**src/rtl/swinc_pkg.sv**
```systemverilog
package swinc_pkg;
  localparam int ADDR_W = 7;
  localparam logic [ADDR_W-1:0] A_CNT_BASE  = 7'h00;
  localparam logic [ADDR_W-1:0] A_TYPE_BASE = 7'h20;
  localparam logic [ADDR_W-1:0] A_EN_SET    = 7'h40;
  localparam logic [ADDR_W-1:0] A_EN_CLR    = 7'h41;
  localparam logic [ADDR_W-1:0] A_OV_SET    = 7'h42;
  localparam logic [ADDR_W-1:0] A_OV_CLR    = 7'h43;
  localparam logic [ADDR_W-1:0] A_SWINC     = 7'h44;
endpackage

```
**src/rtl/swinc_bitreg.sv**
```systemverilog
module swinc_bitreg #(
  parameter int N = 6
) (
  input  logic         clk,
  input  logic         rst,
  input  logic [N-1:0] set_v,
  input  logic [N-1:0] clr_v,
  output logic [N-1:0] q
);
  always_ff @(posedge clk) begin
    if (rst) q <= '0;
    else     q <= (q & ~clr_v) | set_v;
  end

  assert_set_R8: assert property (@(posedge clk) disable iff (rst)
    (set_v != '0) |=> ((q & $past(set_v)) == $past(set_v)));
  assert_clr_R8: assert property (@(posedge clk) disable iff (rst)
    (clr_v != '0 && set_v == '0) |=> ((q & $past(clr_v)) == '0));
endmodule

```
**src/rtl/swinc_counter.sv**
```systemverilog
module swinc_counter #(
  parameter int CW  = 32,
  parameter int EVW = 10
) (
  input  logic           clk,
  input  logic           rst,
  input  logic           cnt_we,
  input  logic           type_we,
  input  logic [CW-1:0]  wdata,
  input  logic           inc_req,
  output logic [CW-1:0]  cnt,
  output logic [EVW-1:0] evtype,
  output logic           wrap
);
  logic is_sw;
  logic step;

  assign is_sw = (evtype == '0);
  assign step  = inc_req && is_sw;
  assign wrap  = step && (&cnt);

  always_ff @(posedge clk) begin
    if (rst) begin
      cnt    <= '0;
      evtype <= '0;
    end else begin
      if (cnt_we)      cnt <= wdata;
      else if (step)   cnt <= cnt + 1'b1;
      if (type_we)     evtype <= wdata[EVW-1:0];
    end
  end

  assert_step_R2: assert property (@(posedge clk) disable iff (rst)
    (inc_req && !cnt_we && evtype == '0) |=> (cnt == $past(cnt) + 1'b1));
  assert_hold_R3: assert property (@(posedge clk) disable iff (rst)
    (!cnt_we && evtype != '0) |=> $stable(cnt));
  assert_wrap_R4: assert property (@(posedge clk) disable iff (rst)
    wrap |=> (cnt == '0));
endmodule

```
**src/rtl/swinc_pmu.sv**
```systemverilog
module swinc_pmu
  import swinc_pkg::*;
#(
  parameter int NCNT = 6,
  parameter int DW   = 32,
  parameter int EVW  = 10
) (
  input  logic              clk,
  input  logic              rst,
  input  logic              wr_en,
  input  logic              rd_en,
  input  logic [ADDR_W-1:0] addr,
  input  logic [DW-1:0]     wdata,
  output logic [DW-1:0]     rdata,
  output logic              rd_err
);
  localparam int IDX_W = 5;

  logic [IDX_W-1:0] idx;
  logic             in_cnt, in_type, idx_ok;
  logic [NCNT-1:0]  wmask;
  logic [NCNT-1:0]  en_q, ov_q;
  logic [NCNT-1:0]  en_set, en_clr, ov_set, ov_clr;
  logic [NCNT-1:0]  sw_req, wrap_v;
  logic [DW-1:0]    cnt_v  [NCNT];
  logic [EVW-1:0]   type_v [NCNT];
  logic [DW-1:0]    rd_mux;

  assign idx     = addr[IDX_W-1:0];
  assign idx_ok  = (32'(idx) < NCNT);
  assign in_cnt  = (addr[ADDR_W-1:IDX_W] == A_CNT_BASE[ADDR_W-1:IDX_W]);
  assign in_type = (addr[ADDR_W-1:IDX_W] == A_TYPE_BASE[ADDR_W-1:IDX_W]);
  assign wmask   = wdata[NCNT-1:0];

  assign en_set = (wr_en && addr == A_EN_SET) ? wmask : '0;
  assign en_clr = (wr_en && addr == A_EN_CLR) ? wmask : '0;
  assign ov_set = ((wr_en && addr == A_OV_SET) ? wmask : '0) | wrap_v;
  assign ov_clr = (wr_en && addr == A_OV_CLR) ? wmask : '0;
  assign sw_req = (wr_en && addr == A_SWINC) ? (wmask & en_q) : '0;

  swinc_bitreg #(.N(NCNT)) u_en (
    .clk(clk), .rst(rst), .set_v(en_set), .clr_v(en_clr), .q(en_q));
  swinc_bitreg #(.N(NCNT)) u_ov (
    .clk(clk), .rst(rst), .set_v(ov_set), .clr_v(ov_clr), .q(ov_q));

  for (genvar i = 0; i < NCNT; i++) begin : g_cnt
    swinc_counter #(.CW(DW), .EVW(EVW)) u_c (
      .clk     (clk),
      .rst     (rst),
      .cnt_we  (wr_en && in_cnt  && idx == IDX_W'(i)),
      .type_we (wr_en && in_type && idx == IDX_W'(i)),
      .wdata   (wdata),
      .inc_req (sw_req[i]),
      .cnt     (cnt_v[i]),
      .evtype  (type_v[i]),
      .wrap    (wrap_v[i])
    );
  end

  always_comb begin
    rd_mux = '0;
    if (in_cnt && idx_ok)       rd_mux = cnt_v[idx];
    else if (in_type && idx_ok) rd_mux = DW'(type_v[idx]);
    else if (addr == A_EN_SET || addr == A_EN_CLR) rd_mux = DW'(en_q);
    else if (addr == A_OV_SET || addr == A_OV_CLR) rd_mux = DW'(ov_q);
  end

  always_ff @(posedge clk) begin
    if (rst) begin
      rdata  <= '0;
      rd_err <= 1'b0;
    end else begin
      rdata  <= rd_en ? rd_mux : '0;
      rd_err <= rd_en && (addr == A_SWINC);
    end
  end

  assert_err_R5: assert property (@(posedge clk) disable iff (rst)
    (rd_en && addr == A_SWINC) |=> (rd_err && rdata == '0));
  assert_upper_zero_R6: assert property (@(posedge clk) disable iff (rst)
    (rd_en && (addr == A_EN_SET || addr == A_OV_SET)) |=> ((rdata >> NCNT) == '0));
  assert_zero_noop_R7: assert property (@(posedge clk) disable iff (rst)
    (wr_en && addr == A_SWINC && wdata[NCNT-1:0] == '0) |=> $stable(ov_q));
endmodule

```
**config.mk**
```make
export PLATFORM = sky130hd
export DESIGN_NAME = swinc_pmu
export DESIGN_NICKNAME = d
export VERILOG_FILES = /design/src/rtl/swinc_pkg.sv /design/src/rtl/swinc_bitreg.sv /design/src/rtl/swinc_counter.sv /design/src/rtl/swinc_pmu.sv
export SDC_FILE = /design/constraint.sdc
export NUM_CORES = 1
export LEC_CHECK = 0
export CAP_MARGIN = 25
export CELL_PAD_IN_SITES_DETAIL_PLACEMENT = 1
export CELL_PAD_IN_SITES_GLOBAL_PLACEMENT = 1
export CORE_UTILIZATION = 50
export DETAILED_ROUTE_END_ITERATION = 16
export PLACE_DENSITY_LB_ADDON = 0.1
export SLEW_MARGIN = 25
export SYNTH_ARGS = -nofsm -noshare
export SYNTH_HDL_FRONTEND = slang
export SYNTH_SLANG_ARGS = --single-unit
export TNS_END_PERCENT = 1
```
**constraint.sdc**
```tcl
create_clock -name clk -period 7.1 [get_ports clk]
set_input_delay 1.065 -clock clk [delete_from_list [all_inputs] [get_ports clk]]
set_output_delay 1.065 -clock clk [all_outputs]
set_load 0.005 [all_outputs]
```
; ---- Yosys cells after proc, flatten, opt, wreduce, memory -nomap -nowiden
; Cells that the tools add are included.
[word_totals]
ff_bits = 297
latchBits = 0
ramBits = 0
word_cells = 129
romBits = 0
mem_count = 0
out_inout_bits = 33
[classes]
reduce_logical = 57
mux = 27
n_bitwise = 10
n_eq_ne = 11
n_shift = 0
add_sub_neg = 6
magnitude_cmp = 2
multipliers = 0
n_div = 0
[ops]
columns = operator, count
row1 = $mux 32, 15
row2 = $add 32x1->32 const B, 6
row3 = $reduce_and 32->1, 6
row4 = $bmux 32 s3, 1
row5 = $logic_not 10->1, 6
row6 = $mux 6, 7
row7 = $eq 7x7->1 const B, 5
row8 = $logic_and 1x1->1, 34
row9 = $bmux 10 s3, 1
row10 = $mux 10, 3
row11 = $and 6x6->6, 3
row12 = $or 6x6->6, 3
row13 = $not 6->6, 2
row14 = $reduce_bool 2->1, 6
row15 = $eq 5x2->1 const B, 2
row16 = $eq 5x3->1 const B, 2
row17 = $ge 6x4->1 const B, 1
row18 = $not 5->6, 1
row19 = $eq 5x1->1 const B, 1
row20 = $logic_not 5->1, 1
row21 = $lt 5x3->1 const B, 1
row22 = $eq 2x1->1 const B, 1
row23 = $logic_not 2->1, 1
row24 = $logic_or 1x1->1, 2
row25 = other kinds (2), 2

; ---- Longest topological paths before layout
[depth]
word_depth = 7
depth_mapped = 8
ltp_nobuf = 6

; ---- Modules after synthesis
; Synthesis repeated with hierarchy kept, for this count alone.
[hier_totals]
hier_cells = 2271
area_unflattened_um2 = 19053.3
[modules_own_cells]
columns = module, instances, cells_per_inst, area_each_um2
row1 = swinc_counter at g_cnt[0].u_c ..., 5, 307, 2537.4
row2 = swinc_pmu, 1, 377, 3372.0
row3 = swinc_counter at g_cnt[2].u_c, 1, 311, 2483.6
row4 = swinc_bitreg, 2, 24, 255.2

; ---- Least setup slack after synthesis
; No wires, ideal clock.
[synth_timing]
kind = input-to-reg
start = in wdata[1]
end = reg u_ov.q[1]
path_slack_ns = 3.943
arrival_ns = 3.087
n_path_buf = 1
setup_time_ns = 0.070
path_stages = 6
t_required_ns = 7.030
path_cell_list = clkbuf_1 or4b_2 nor4_4 nand3_1 or4_1 a21oi_1
[synth_via]
elab_chain_len = 6
word_cells_on_any_way = 10
[synth_lines]
columns = item, line
row1 = start: declaration, swinc_pmu.sv:13  ; input logic [DW-1:0] wdata,
row2 = $and 6x6->6, swinc_pmu.sv:39  ; assign sw_req = (wr_en && addr == A_SWINC) ? (wmask & en_q) : '0;
row3 = $mux 6, swinc_pmu.sv:39
row4 = $logic_and 1x1->1, swinc_counter.sv:19  ; assign step = inc_req && is_sw;
row5 = $logic_and 1x1->1, swinc_counter.sv:20  ; assign wrap = step && (&cnt);
row6 = $or 6x6->6, swinc_pmu.sv:37  ; assign ov_set = ((wr_en && addr == A_OV_SET) ? wmask : '0) | wrap_v;
row7 = $or 6x6->6 (*), swinc_bitreg.sv:12  ; else q <= (q & ~clr_v) | set_v;
row8 = end signal: assignment, swinc_bitreg.sv:12
row9 = end: declaration, swinc_bitreg.sv:8  ; output logic [N-1:0] q
; Every way passes the cells marked *; elsewhere a longest branch is shown, timed or not.
; A chain may end at the register's enable or synchronous reset.

; ---- Worst setup path after layout
[layout_timing]
start = in wdata[2]
end = reg g_cnt[2].u_c.cnt[23]
[layout_via]
elab_chain_len = 4
[layout_lines]
columns = item, line
row1 = $and 6x6->6, swinc_pmu.sv:39
row2 = $mux 6, swinc_pmu.sv:39
row3 = $logic_and 1x1->1, swinc_counter.sv:19
row4 = $reduce_bool 2->1 (no source line), -
row5 = end signal: assignment, swinc_counter.sv:27  ; if (cnt_we) cnt <= wdata;
row6 = end signal: assignment, swinc_counter.sv:28  ; else if (step) cnt <= cnt + 1'b1;
row7 = end: declaration, swinc_counter.sv:11  ; output logic [CW-1:0] cnt,
; No other way between the ends.

==> flow_metrics.env <==
export IMPL_finalCritPeriodShare=0.5916
export IMPL_p_seq_frac=0.426
export IMPL_ys_seq_elements=297
export IMPL_path_max_fanout=22
export IMPL_cts_setup_buffers=0
export IMPL_grt_pass1_wl_mm=110.4
export IMPL_switching_share=0.2365
export IMPL_skew_ps=15.44
export IMPL_wirelength_mm=71.98
export IMPL_cts_clk_slew_worst_paths_ps=60
export IMPL_gp_congestion=0.9655
export IMPL_hold_buffers=0
export IMPL_cts_tree="built"
export IMPL_ys_types=74
export IMPL_avgSynthCellArea_um2=8.160
export IMPL_internal_power_mw=3.007
export IMPL_min_path_type="register to register"
export IMPL_clock_path_buffers=3
export IMPL_p_total_mw=3.939
export IMPL_cts_max_level=2
export IMPL_synth_area_um2=17360
export IMPL_relSlewSlack=0.2606
export IMPL_nNetsFinal=2176
export IMPL_layout_drive_gt1_share=0.09032
export IMPL_die_area_um2=35460
export IMPL_end_kind="register"
export IMPL_ant_nets=0
export IMPL_postCtsResizedCells=0
export IMPL_yosysWarnings=0
export IMPL_grt_usage=0.4012
export IMPL_grt_pass1_vias=18310
export IMPL_tightest_slew_ps=1106
export IMPL_ys_async_sr_fraction=0
export IMPL_grt_overflow=0
export IMPL_clock_latency_ps=540
export IMPL_synth_nets=2176
export IMPL_p_per_area_nw_per_um2=199.5
export IMPL_fin_tns_setup_ps=0
export IMPL_routed_via_density=7.167
export IMPL_synth_top_cell_by_area="dfxtp_1"
export IMPL_hold_ws_ps=480.3
export IMPL_clock_root_buffer="clkbuf_16"
export IMPL_n_antenna_cell=0
export IMPL_port_buffers=75
export IMPL_synth_area_top_cells="dfxtp_1 (34%), mux2i_1 (6.2%), mux4_2 (5.4%)"
export IMPL_area_growth_pct=13.75
export IMPL_slew_violations=0
export IMPL_critPathLaunchType="input port"
export IMPL_antenna_found_initial=0
export IMPL_die_width_um=188.3
export IMPL_grt_start_max_net_pins=140
export IMPL_power_leakage_nw=5.904
export IMPL_setup_slack_ps=2900
export IMPL_wire_per_inst_um=27.73
export IMPL_core_rowCount=67
export IMPL_drv_cap=0
export IMPL_synth_top_area_frac=0.3426
export IMPL_outcome="complete, no violations"
export IMPL_io_pins=76
export IMPL_stdcell_count=2596
export IMPL_placedCellCount=2536
export IMPL_initialDrtViolationCount=2033
export IMPL_routed_via_count=18610
export IMPL_hold_violations=0
export IMPL_p_switching_mw=0.9316
export IMPL_drtPass1Iterations=7
export IMPL_finalCriticalPeriod_ps=4200
export IMPL_peakVddDrop_mv=0.2018
export IMPL_post_place_ws_ps=2434
export IMPL_p_clk_frac=0.523
export IMPL_setup_viol_count_final=0
export IMPL_synthFlopType="dfxtp_1"
export IMPL_pwr_share_comb=0.051
export IMPL_dp_hpwl_mm=50.49
export IMPL_grt_setup_unrepaired="false"
export IMPL_crit_required_ps=7550
export IMPL_path_class="input port to register"
export IMPL_synthCells=2127
export IMPL_start_util=0.5125
export IMPL_drc=0
export IMPL_cts_sinks=297
export IMPL_synth_edf_count=0
export IMPL_fmax_ghz=0.2381
export IMPL_core_area_um2=33870
export IMPL_arrival_ps=4650
export IMPL_fp_dieH_um=188.3
export IMPL_cts_buffers=36
export IMPL_seq_area_frac_synth=0.3426
==> cells by family (layout without fill, tap and decap cells) <==
| group | Yosys count | after routing | synth area share |
|---|---|---|---|
| buffers and inverters | 188 | 209 | 0.04102 |
| AOI/OAI and AO/OA | 512 | 512 | 0.1945 |
| adders and majority gates | 6 | 6 | 0.004325 |
| muxes | 150 | 150 | 0.1168 |
| DFF | 297 | 297 | 0.3426 |
| and+or+nand+nor | 947 | 947 | 0.2872 |
| xor gates and xnor gates | 27 | 27 | 0.01362 |
==> registers in the layout (all words and copies together) (netlist names) <==
register / cells
rd_err: 1
u_ov.q: 6
g_cnt.u_c.evtype: 60
g_cnt.u_c.cnt: 192
rdata: 32
u_en.q: 6
==> layout by cell type, fill, tap and decap left out, types with 21 or more instances in the layout <==
master           netlist  final
dfxtp_1              297    297
nand2_1              229    228
nor2_1               180    178
a21oi_1              127    125
mux2i_1              108    108
nand3_1               99     99
a31oi_1               85     85
nor3_1                83     77
o21ai_0               73     73
clkdlybuf4s50_1        0     72
nand4_1               61     61
nor4_1                58     54
or3_1                 53     53
mux4_2                42     42
inv_1                 41     41
or4_1                 38     38
a22oi_1               38     38
a211oi_1              38     38
clkbuf_16              0     37
o211ai_1              34     34
and3_1                33     33
buf_4                  0     33
a32oi_1               21     21
==> synth_stat cells (all sizes together) (33+ instances only) <==
cell	count
clkbuf	129
nor3	84
nand4	62
or3	53
a22oi	38
mux4	42
a31oi	85
and3	33
o21ai	73
dfxtp	297
a211oi	38
a21oi	127
mux2i	108
nor2	181
nor4	61
inv	41
nand2	229
or4	38
o211ai	34
nand3	99
==> routing by layer <==
layer | GRT usage | part of all wire | up-vias | wire, um
met1 | 0.5528 | 0.41 | 9325 | 29710
met4 | 0.1408 | 0.032 | 0 | 2330
met3 | 0.06742 | 0.097 | 187 | 6981
met5 | 0 | 0 | - | 0
li1 | - | - | 8144 | -
met2 | 0.6331 | 0.46 | 950 | 32950
==> worst max-delay path: stages <==
cell and delay [ps]:
clkdlybuf4s50_1 1060, or4b_1 560, or3_1 680, or2_1 480, or4_1 510, a311oi_1 270
==> layout make-up <==
class	instances	area [um^2]
Timing Repair Buffer	109	1025
Fill cell	4061	14120
Clock buffer	44	992.2
Sequential cell	297	5946
Inverter	41	153.9
Tap cell	448	560.5
Multi-Input combinational cell	1642	10790
Clock inverter	15	277.8
==> path summary, 6_finish.rpt <==
check                           depth (start not counted)                    from                      to  slack, ps
worst max-delay path                                    6                wdata[2]    g_cnt[2].u_c.cnt[23]       2900
worst max register to register                          5               u_en.q[4]    g_cnt[4].u_c.cnt[23]       3670
worst min register to register                          2  g_cnt[4].u_c.evtype[9]  g_cnt[4].u_c.evtype[9]        480
worst min-delay path                                    2  g_cnt[4].u_c.evtype[9]  g_cnt[4].u_c.evtype[9]        480
==> per-stage QoR <==
step           area, um^2  utilization
3_3_place_gp        18420       0.5438
2_1_floorplan       17360            -
5_1_grt             19740       0.5829
4_1_cts             19700       0.5816
3_5_place_dp        18430       0.5441
6_report            19740       0.5829
==> power groups by stage <==
stage                     registers [mW]  logic [mW]  clock network (mW)
final                               1.68       0.201                2.06
after global routing                1.68       0.205                2.13
after CTS                           1.68       0.192                2.06
after detailed placement            1.72       0.191                   0
after global placement              1.71       0.188                   0
after floorplan                     1.71       0.100                   0
(Power assumes the default switching activity.)
